[src/rtl/lpg_pkg.sv]
package lpg_pkg;

  localparam int OPW = 64;

  typedef enum logic [1:0] {
    CMP_SLE = 2'd0,
    CMP_ULO = 2'd1,
    CMP_ULS = 2'd2,
    CMP_SLT = 2'd3
  } cmp_kind_e;

  // Mask covering the active operand width.
  function automatic logic [OPW-1:0] width_mask(input logic wide);
    return wide ? {OPW{1'b1}} : {{(OPW-32){1'b0}}, 32'hFFFF_FFFF};
  endfunction

  // Two's-complement reinterpretation at the selected width.
  function automatic logic signed [OPW-1:0] as_signed(input logic [OPW-1:0] v,
                                                      input logic wide);
    return wide ? $signed(v) : $signed({{(OPW-32){v[31]}}, v[31:0]});
  endfunction

  // Does the loop condition hold for this count against this bound?
  function automatic logic lane_holds(input cmp_kind_e kind, input logic wide,
                                      input logic [OPW-1:0] cnt,
                                      input logic [OPW-1:0] bnd);
    logic [OPW-1:0] uc, ub;
    logic signed [OPW-1:0] sc, sb;
    uc = cnt & width_mask(wide);
    ub = bnd & width_mask(wide);
    sc = as_signed(uc, wide);
    sb = as_signed(bnd, wide);
    case (kind)
      CMP_SLE: return sc <= sb;
      CMP_ULO: return uc < ub;
      CMP_ULS: return uc <= ub;
      default: return sc < sb;
    endcase
  endfunction

endpackage

[src/rtl/lpg_lane_eval.sv]
module lpg_lane_eval
  import lpg_pkg::*;
(
  input  cmp_kind_e        kind,
  input  logic             wide,
  input  logic [OPW-1:0]   cnt,
  input  logic [OPW-1:0]   bnd,
  output logic             holds
);
  always_comb holds = lane_holds(kind, wide, cnt, bnd);
endmodule

[src/rtl/lpg_sequencer.sv]
module lpg_sequencer
  import lpg_pkg::*;
#(
  parameter int VEC_BYTES = 16,
  localparam int LIDX_W = $clog2(VEC_BYTES)
) (
  input  logic              clk,
  input  logic              rst_n,
  input  logic              start,
  input  logic              wide_in,
  input  cmp_kind_e         kind_in,
  input  logic [1:0]        esize_in,
  input  logic [OPW-1:0]    a_in,
  input  logic [OPW-1:0]    b_in,
  output logic              accept,
  output logic              busy,
  output logic              done,
  output logic              last_lane,
  output logic [LIDX_W-1:0] lane_idx,
  output logic [OPW-1:0]    cnt,
  output logic [OPW-1:0]    bnd,
  output logic              wide_q,
  output cmp_kind_e         kind_q,
  output logic [1:0]        esize_q
);
  logic [LIDX_W:0] n_lanes;

  always_comb begin
    accept    = start && !busy;
    n_lanes   = (LIDX_W+1)'(VEC_BYTES) >> esize_q;
    last_lane = busy && ({1'b0, lane_idx} == n_lanes - 1'b1);
  end

  always_ff @(posedge clk or negedge rst_n) begin
    if (!rst_n) begin
      busy     <= 1'b0;
      done     <= 1'b0;
      lane_idx <= '0;
      cnt      <= '0;
      bnd      <= '0;
      wide_q   <= 1'b0;
      kind_q   <= CMP_SLE;
      esize_q  <= 2'd0;
    end else begin
      done <= 1'b0;
      if (accept) begin
        busy     <= 1'b1;
        lane_idx <= '0;
        cnt      <= a_in & width_mask(wide_in);
        bnd      <= b_in;
        wide_q   <= wide_in;
        kind_q   <= kind_in;
        esize_q  <= esize_in;
      end else if (busy) begin
        cnt      <= (cnt + 1'b1) & width_mask(wide_q);
        lane_idx <= lane_idx + 1'b1;
        if (last_lane) begin
          busy <= 1'b0;
          done <= 1'b1;
        end
      end
    end
  end
endmodule

[src/rtl/lpg_pred_pack.sv]
module lpg_pred_pack #(
  parameter int VEC_BYTES = 16,
  localparam int LIDX_W = $clog2(VEC_BYTES)
) (
  input  logic                 clk,
  input  logic                 rst_n,
  input  logic                 accept,
  input  logic                 busy,
  input  logic                 holds,
  input  logic [LIDX_W-1:0]    lane_idx,
  input  logic [1:0]           esize_q,
  output logic [VEC_BYTES-1:0] pred,
  output logic [VEC_BYTES-1:0] slot_mask,
  output logic                 alive,
  output logic                 flag_n,
  output logic                 flag_z,
  output logic                 flag_c,
  output logic                 flag_v
);
  logic [LIDX_W-1:0] pos;
  logic [LIDX_W-1:0] top_pos;
  logic              alive_nx;

  for (genvar b = 0; b < VEC_BYTES; b++) begin : g_slot
    always_comb slot_mask[b] = ((b & ((1 << esize_q) - 1)) == 0);
  end

  always_comb begin
    pos      = lane_idx << esize_q;
    top_pos  = LIDX_W'(VEC_BYTES - (1 << esize_q));
    alive_nx = alive && holds;
    flag_n   = pred[0];
    flag_z   = (pred == '0);
    flag_c   = !pred[top_pos];
    flag_v   = 1'b0;
  end

  always_ff @(posedge clk or negedge rst_n) begin
    if (!rst_n) begin
      pred  <= '0;
      alive <= 1'b0;
    end else if (accept) begin
      pred  <= '0;
      alive <= 1'b1;
    end else if (busy) begin
      pred[pos] <= alive_nx;
      alive     <= alive_nx;
    end
  end
endmodule

[src/rtl/lane_pred_gen.sv]
module lane_pred_gen
  import lpg_pkg::*;
#(
  parameter int VEC_BYTES = 16
) (
  input  logic                 clk,
  input  logic                 rst_n,
  input  logic                 start,
  input  logic                 wide_op,
  input  logic [1:0]           cmp_kind,
  input  logic [1:0]           elem_size,
  input  logic [63:0]          start_val,
  input  logic [63:0]          bound_val,
  output logic                 busy,
  output logic                 done,
  output logic [VEC_BYTES-1:0] pred,
  output logic                 flag_n,
  output logic                 flag_z,
  output logic                 flag_c,
  output logic                 flag_v
);
  localparam int LIDX_W = $clog2(VEC_BYTES);

  logic              accept_w;
  logic              last_lane_w;
  logic [LIDX_W-1:0] lane_idx_w;
  logic [OPW-1:0]    cnt_w;
  logic [OPW-1:0]    bnd_w;
  logic              wide_q_w;
  cmp_kind_e         kind_q_w;
  logic [1:0]        esize_q_w;
  logic              holds_w;
  logic              alive_w;
  logic [VEC_BYTES-1:0] slot_mask_w;

  lpg_sequencer #(.VEC_BYTES(VEC_BYTES)) u_seq (
    .clk(clk), .rst_n(rst_n), .start(start),
    .wide_in(wide_op), .kind_in(cmp_kind_e'(cmp_kind)), .esize_in(elem_size),
    .a_in(start_val), .b_in(bound_val),
    .accept(accept_w), .busy(busy), .done(done), .last_lane(last_lane_w),
    .lane_idx(lane_idx_w), .cnt(cnt_w), .bnd(bnd_w),
    .wide_q(wide_q_w), .kind_q(kind_q_w), .esize_q(esize_q_w)
  );

  lpg_lane_eval u_eval (
    .kind(kind_q_w), .wide(wide_q_w), .cnt(cnt_w), .bnd(bnd_w), .holds(holds_w)
  );

  lpg_pred_pack #(.VEC_BYTES(VEC_BYTES)) u_pack (
    .clk(clk), .rst_n(rst_n), .accept(accept_w), .busy(busy), .holds(holds_w),
    .lane_idx(lane_idx_w), .esize_q(esize_q_w),
    .pred(pred), .slot_mask(slot_mask_w), .alive(alive_w),
    .flag_n(flag_n), .flag_z(flag_z), .flag_c(flag_c), .flag_v(flag_v)
  );
endmodule

[config.mk]
export PLATFORM = sky130hd
export DESIGN_NAME = lane_pred_gen
export DESIGN_NICKNAME = d
export VERILOG_FILES = /design/src/rtl/lpg_pkg.sv /design/src/rtl/lpg_lane_eval.sv /design/src/rtl/lpg_sequencer.sv /design/src/rtl/lpg_pred_pack.sv /design/src/rtl/lane_pred_gen.sv
export SDC_FILE = /design/constraint.sdc
export NUM_CORES = 1
export LEC_CHECK = 0
export CORE_ASPECT_RATIO = 0.7
export CORE_MARGIN = 2
export CORE_UTILIZATION = 50
export CTS_BUF_LIST = sky130_fd_sc_hd__clkbuf_16
export CTS_CLUSTER_DIAMETER = 50
export DETAILED_ROUTE_END_ITERATION = 8
export PLACE_DENSITY_LB_ADDON = 0.3
export SYNTH_ARGS = -nofsm -noshare
export SYNTH_HDL_FRONTEND = slang
export SYNTH_SLANG_ARGS = --single-unit
[constraint.sdc]
create_clock -name clk -period 3.7 [get_ports clk]
set_input_delay 0.74 -clock clk [delete_from_list [all_inputs] [get_ports clk]]
set_output_delay 0.74 -clock clk [all_outputs]
set_load 0.01 [all_outputs]
Yosys cells after proc, flatten, opt, wreduce, memory -nomap -nowiden

Index checks and enable logic that the tools add are counted.

Bitwise operators: 4
Shifts and indexed selects: 3
Mux-type cells: 24
Magnitude comparators: 7
Reductions and logical operators: 9
Equality and inequality tests: 3
Add/sub/neg operators: 4

Operator list:

| cell                  | count |
|---|---|
| $mux 64               | 6 |
| $and 64x64->64        | 4 |
| $le 64x64->1          | 2 |
| $lt 64x64->1          | 2 |
| $add 64x1->64 const B | 1 |
| $mux 16               | 2 |
| $bwmux 16             | 1 |
| $logic_not 16->1      | 1 |
| $lt 4x5->1 const B    | 2 |
| $mux 1                | 10 |
| $mux 4                | 2 |
| $eq 4x5->1            | 1 |
| $shr 5x2->5 const A   | 1 |
| $sub 5x1->5 const B   | 1 |
| $add 4x1->4 const B   | 1 |
| $bmux 1 s4            | 1 |
| $demux 1 s4           | 1 |
| $ge 4x1->1 const B    | 1 |
| $logic_and 1x1->1     | 4 |
| $shl 1x2->4 const A   | 1 |
| $shl 4x2->4           | 1 |
| $sub 1x4->4 const A   | 1 |
| $pmux 1 s3            | 1 |
| $eq 2x1->1 const B    | 1 |
| 4 further kinds       | 5 |

Register bits: 156
Word-level logic and storage cells: 64
Output and inout port bits: 22
Bits of input ports: 136

Longest topological paths before layout

Depth in word-level cells: 9
Depth in mapped cells: 14
Gate-level depth less buffers: 12

Hierarchy

A second synthesis with hierarchy kept.

Cells, all modules: 1375
Area, all modules: 10955.5 µm²

By module, submodules not included:

| module        | instances | cells an instance | sequential area each (µm²) | area each (µm²) |
|---|---|---|---|---|
| lpg_sequencer | 1         | 796               | 3478.3                     | 6841.6 |
| lpg_lane_eval | 1         | 464               | 0.0                        | 2986.6 |
| lpg_pred_pack | 1         | 115               | 425.4                      | 1127.3 |

Worst setup path after synthesis

No wires, ideal clock.

Path kind: flip-flop to flip-flop
Start point: reg u_seq.wide_q
End point: reg u_pack.alive
Path buffers: 4
Stages on the path, launching flop included: 15
Slack: 293 ps
Library setup time: 138 ps
Arrival time: 3270 ps
Data required time: 3562 ps
Period minus slack after synthesis: 3407 ps
Path through: dfrtp_1 -> clkbuf_1 -> clkbuf_1 -> clkbuf_1 -> a21oi_1 -> ha_1 -> a21oi_1 -> o21ai_0 -> a221oi_1 -> o21ai_0 -> a21o_1 -> or4_1 -> nand4_1 -> clkbuf_1 -> o21ai_0

Word-level cells in the longest chain between the ends: 8
Elaborated cells between the ends (all ways): 13
Classes of those cells: 4 x order compare; 6 x mux; 2 x bitwise; 1 x reduce/logical

RTL lines:

| element                                      | RTL line                     | source |
|---|---|---|
| start: declaration                           | lpg_sequencer.sv:22          | `output logic wide_q,` |
| start signal: assignment                     | lpg_sequencer.sv:51          | `wide_q <= wide_in;` |
| $mux 64                                      | lpg_pkg.sv:14                | `return wide ? {OPW{1'b1}} : {{(OPW-32){1'b0}}, 32'hFFFF_FFFF};` |
| $and 64x64->64                               | lpg_pkg.sv:29                | `uc = cnt & width_mask(wide);` |
| $mux 64                                      | lpg_pkg.sv:20                | `return wide ? $signed(v) : $signed({{(OPW-32){v[31]}}, v[31:0]});` |
| $lt 64x64->1 or $le 64x64->1 (tied branches) | lpg_pkg.sv:37, lpg_pkg.sv:34 |  |
| $pmux 1 s3 (*)                               | lpg_pkg.sv:33                | `case (kind)` |
| $logic_and 1x1->1 (*)                        | lpg_pred_pack.sv:31          | `alive_nx = alive && holds;` |
| $mux 1 (*)                                   | lpg_pred_pack.sv:45          | `end else if (busy) begin` |
| $mux 1 (*)                                   | lpg_pred_pack.sv:42          | `end else if (accept) begin` |
| end signal: assignment                       | lpg_pred_pack.sv:47          | `alive <= alive_nx;` |
| end: declaration                             | lpg_pred_pack.sv:14          | `output logic alive,` |

Mark *: on every way between the ends. The rest lies on a longest branch, timed or not. The select of a mux whose other input is x is not followed.
A chain may end at the register's enable or synchronous reset.

Worst setup path after layout

Start point: reg u_seq.wide_q
End point: reg u_pack.pred[6]

Word-level cells in the longest chain between the ends: 9
Elaborated cells between the ends (all ways): 14
Classes of those cells: 4 x order compare; 7 x mux; 2 x bitwise; 1 x reduce/logical

RTL lines:

| element                                      | RTL line                     | source |
|---|---|---|
| $mux 64                                      | lpg_pkg.sv:14                |  |
| $and 64x64->64                               | lpg_pkg.sv:29                |  |
| $mux 64                                      | lpg_pkg.sv:20                |  |
| $lt 64x64->1 or $le 64x64->1 (tied branches) | lpg_pkg.sv:37, lpg_pkg.sv:34 |  |
| $pmux 1 s3 (*)                               | lpg_pkg.sv:33                |  |
| $logic_and 1x1->1 (*)                        | lpg_pred_pack.sv:31          |  |
| $bwmux 16 (*)                                | lpg_pred_pack.sv:46          | `pred[pos] <= alive_nx;` |
| $mux 16 (*)                                  | lpg_pred_pack.sv:45          |  |
| $mux 16 (*)                                  | lpg_pred_pack.sv:42          |  |
| end signal: indexed assignment               | lpg_pred_pack.sv:46          |  |
| end: declaration                             | lpg_pred_pack.sv:12          | `output logic [VEC_BYTES-1:0] pred,` |

Marks and branches as above.

==> out/qor.yml <==
synthesis:
  ys_top_cells_by_area: "dfrtp_1, nand2_1, ha_1"
  yosys.area.top_type_share_pct: 36.3
  yosysWarnings: 0
  avgSynthCellArea_um2: 7.96
  yosys.cell_count.top_type: "nand2_1"
  syn_area_um2: 10800
  async_reset_ff_share_pct: 100
  syn_inst: 1351
  synth_seq_cells: 156
  syn_nets: 1585
  yosysUniqueCellTypes: 61
  ys.flop_type: "dfrtp_1"
  synth_enable_flop_cells: 0
  yosys-top-cells-count: "nand2_1, dfrtp_1, o21ai_0, a21oi_1, ha_1"
  ys_seq_area_share_pct: 36.3
  synth_top_cell_by_area: "dfrtp_1"
grt:
  busiest_layer: "met1"
  gr-usage-met2_pct: 38.9
  grt_usage_pct: 28.0
  grt_max_degree: 100
  grt_overflow: 0
  antenna_found_initial: 0
  grt_pass1_vias: 9517
  grt_pass1_wl_um: 50000
  met1_usage_pct: 44.7
  grt_use_met3_pct: 5.04
die:
  pin_count: 158
  initial_core_util_pct: 51.4
  row_count: 44
  die_w_um: 179
  fp.dieArea_um2: 22700
  core_um2: 20900
  die_height_um: 127
hold_path:
  hold_path.class: "in2async"
critical_path:
  path_cells: "buf_12 > nand2_1 > nand2_1 > ha_1 > a21oi_1 > o21ai_0 > a221oi_1 > o211ai_1 > a21o_1 > or4_1 > nand4_1 > buf_12 > o21ai_0"
  cp.required_ns: 4.00
  startpoint_type: "register"
  crit_arrival_ns: 3.56
  r2r_cells: 13
  path_buf_inv: 2
  crit_path_end: "u_pack.pred[6]"
  crit_cells: 13
  critical_path.top_delay_family: "compound AO/OA/AOI/OAI gates"
  path_max_fanout: 83
  r2r-end: "u_pack.pred[6]"
  regToRegSetupSlack_ns: 0.44
  r2r-start: "u_seq.wide_q"
  critPathMaxStageDelay_ns: 0.46
  cp-startpoint: "u_seq.wide_q"
  path_class: "reg2reg"
  cp-end-kind: "register"
  critPathSlowestCell: "or4_1"
timing:
  finalCritPeriodShare_pct: 88.2
  period_needed_ns: 3.26
  rsz0062_at_grt: "false"
  hold_violations: 0
  skew_ns: 0.0138
  max_freq_ghz: 0.307
  max_slew_margin_pct: 34.3
  setup_viol: 0
  maxSlewViolCount: 0
  tns_ns: 0
  worst_hold_slack_ns: 0.287
  worst_slew_pin_slew_ns: 0.985
detailed_routing:
  first_pass_iters: 6
  ant_nets: 0
  routed_wl_um: 31200
  routedWlPerCell_um: 17.8
  num_vias: 10400
  drc: 0
  via_per_inst: 5.92
  drtIter0Drc: 1236
layout:
  diodes: 0
  fin_cells: 1760
  final_layout_size_suffix_gt1_share_pct: 4.92
  area_growth_pct: 22.5
  fill_cells: 1856
  fin_nets: 1705
placement:
  port_buffers: 156
  hpwl_um: 22600
  dp.cells: 1727
  gp_congestion: 0.896
clocking:
  cts_root_buffer: "clkbuf_16"
  clock_path_buffers: 2
  clock_latency_ns: 0.44
  htreeDepth: 4
  path_clk_slew_ns: 0.07
  cts_tree: "done"
  cts_buffers: 17
  clock-sinks: 156
pwr:
  peakVddDrop_v: 0.000459
  leakage_nw: 6.15
  pwr_density_cell_nw_per_um2: 744
status:
  status: "complete, no violations"
run:
  maxCapViolations: 0
per-layer routing:
layer	vias up	routed length (um)
li1	4996	-
met1	4931	15000
met2	454	12800
met3	33	3060
met4	0	380
met5	-	0
state kept, by name (all words and copies together) (netlist names):
name	flops
u_seq.cnt	64
u_seq.wide_q	1
u_pack.alive	1
u_seq.kind_q	2
u_seq.busy	1
u_seq.lane_idx	4
u_pack.pred	16
u_seq.esize_q	2
u_seq.done	1
u_seq.bnd	64
where the power goes:
part / switching [W] / total (W) / internal, W
Sequential: 0.000839 / 0.00322 / 0.00238
Clock: 0.000795 / 0.00180 / 0.00100
Combinational: 0.00268 / 0.00478 / 0.00210
Total: 0.00431 / 0.00980 / 0.00548
kinds of logic after synthesis:
logic type | count (synthesis) | share of synthesized area (%)
and+or+nand+nor | 587 | 25.3
other | 1 | 0.0349
AOI/OAI and AO/OA | 300 | 16.5
DFF | 156 | 36.3
buffers and inverters | 155 | 5.63
muxes | 23 | 2.28
xor gates and xnor gates | 31 | 2.53
adders and majority gates | 98 | 11.4
cell usage in the layout, fill, tap and decap left out, types with 13 or more instances in the layout:
master / Yosys / layout
nor4_1: 23 / 23
nor2_1: 35 / 33
ha_1: 98 / 98
o21ai_0: 109 / 109
dfrtp_1: 156 / 154
mux2i_1: 20 / 20
nand4_1: 42 / 42
nand2_1: 340 / 340
inv_1: 79 / 79
xnor2_1: 19 / 19
nand3_1: 62 / 62
a211oi_1: 13 / 13
clkbuf_16: 0 / 17
buf_4: 4 / 16
a21oi_1: 98 / 98
clkdlybuf4s50_1: 0 / 154
metrics by stage:
stage	instance area [um^2]	worst slack (ns)	utilization, %	power [W]
floorplan	10800	0.293	-	0.00633
CTS	13200	0.246	62.9	0.00972
global route	13200	0.207	63.0	0.0106
detailed placement	12600	0.273	60.1	0.00789
finish	13200	0.438	63.0	0.00980
global placement	12600	0.384	60.1	0.00768
area by class of cell:
type | count | area (um^2) | area share (%)
flip-flops and latches | 156 | 3910 | 29.7
clock buffers | 17 | 425 | 3.23
multi-input cells | 1040 | 6260 | 47.5
well taps | 276 | 345 | 2.62
clock inverters | 15 | 164 | 1.24
repair buffers | 177 | 1780 | 13.5
inverters | 79 | 297 | 2.25
how the worst min path moves through the flow:
stage | startpoint | endpoint | slack (ns)
after global placement | u_seq.bnd[0] | u_seq.bnd[0] | 0.49
after global routing | rst_n | u_seq.bnd[22] | 0.34
after floorplan | rst_n | u_pack.alive | 0.44
after CTS | rst_n | u_seq.bnd[22] | 0.33
final | rst_n | u_seq.bnd[21] | 0.29
after detailed placement | u_seq.bnd[33] | u_seq.bnd[33] | 0.50
repair_timing:
action | CTS | global route
hold buffers | 0 | 0
setup buffers | 0 | 1
setup endpoints to repair | 0 | 15
hold endpoints to repair | 0 | 0
resized for setup | 0 | 0
No activity file was read; power rests on OpenSTA's default activity.
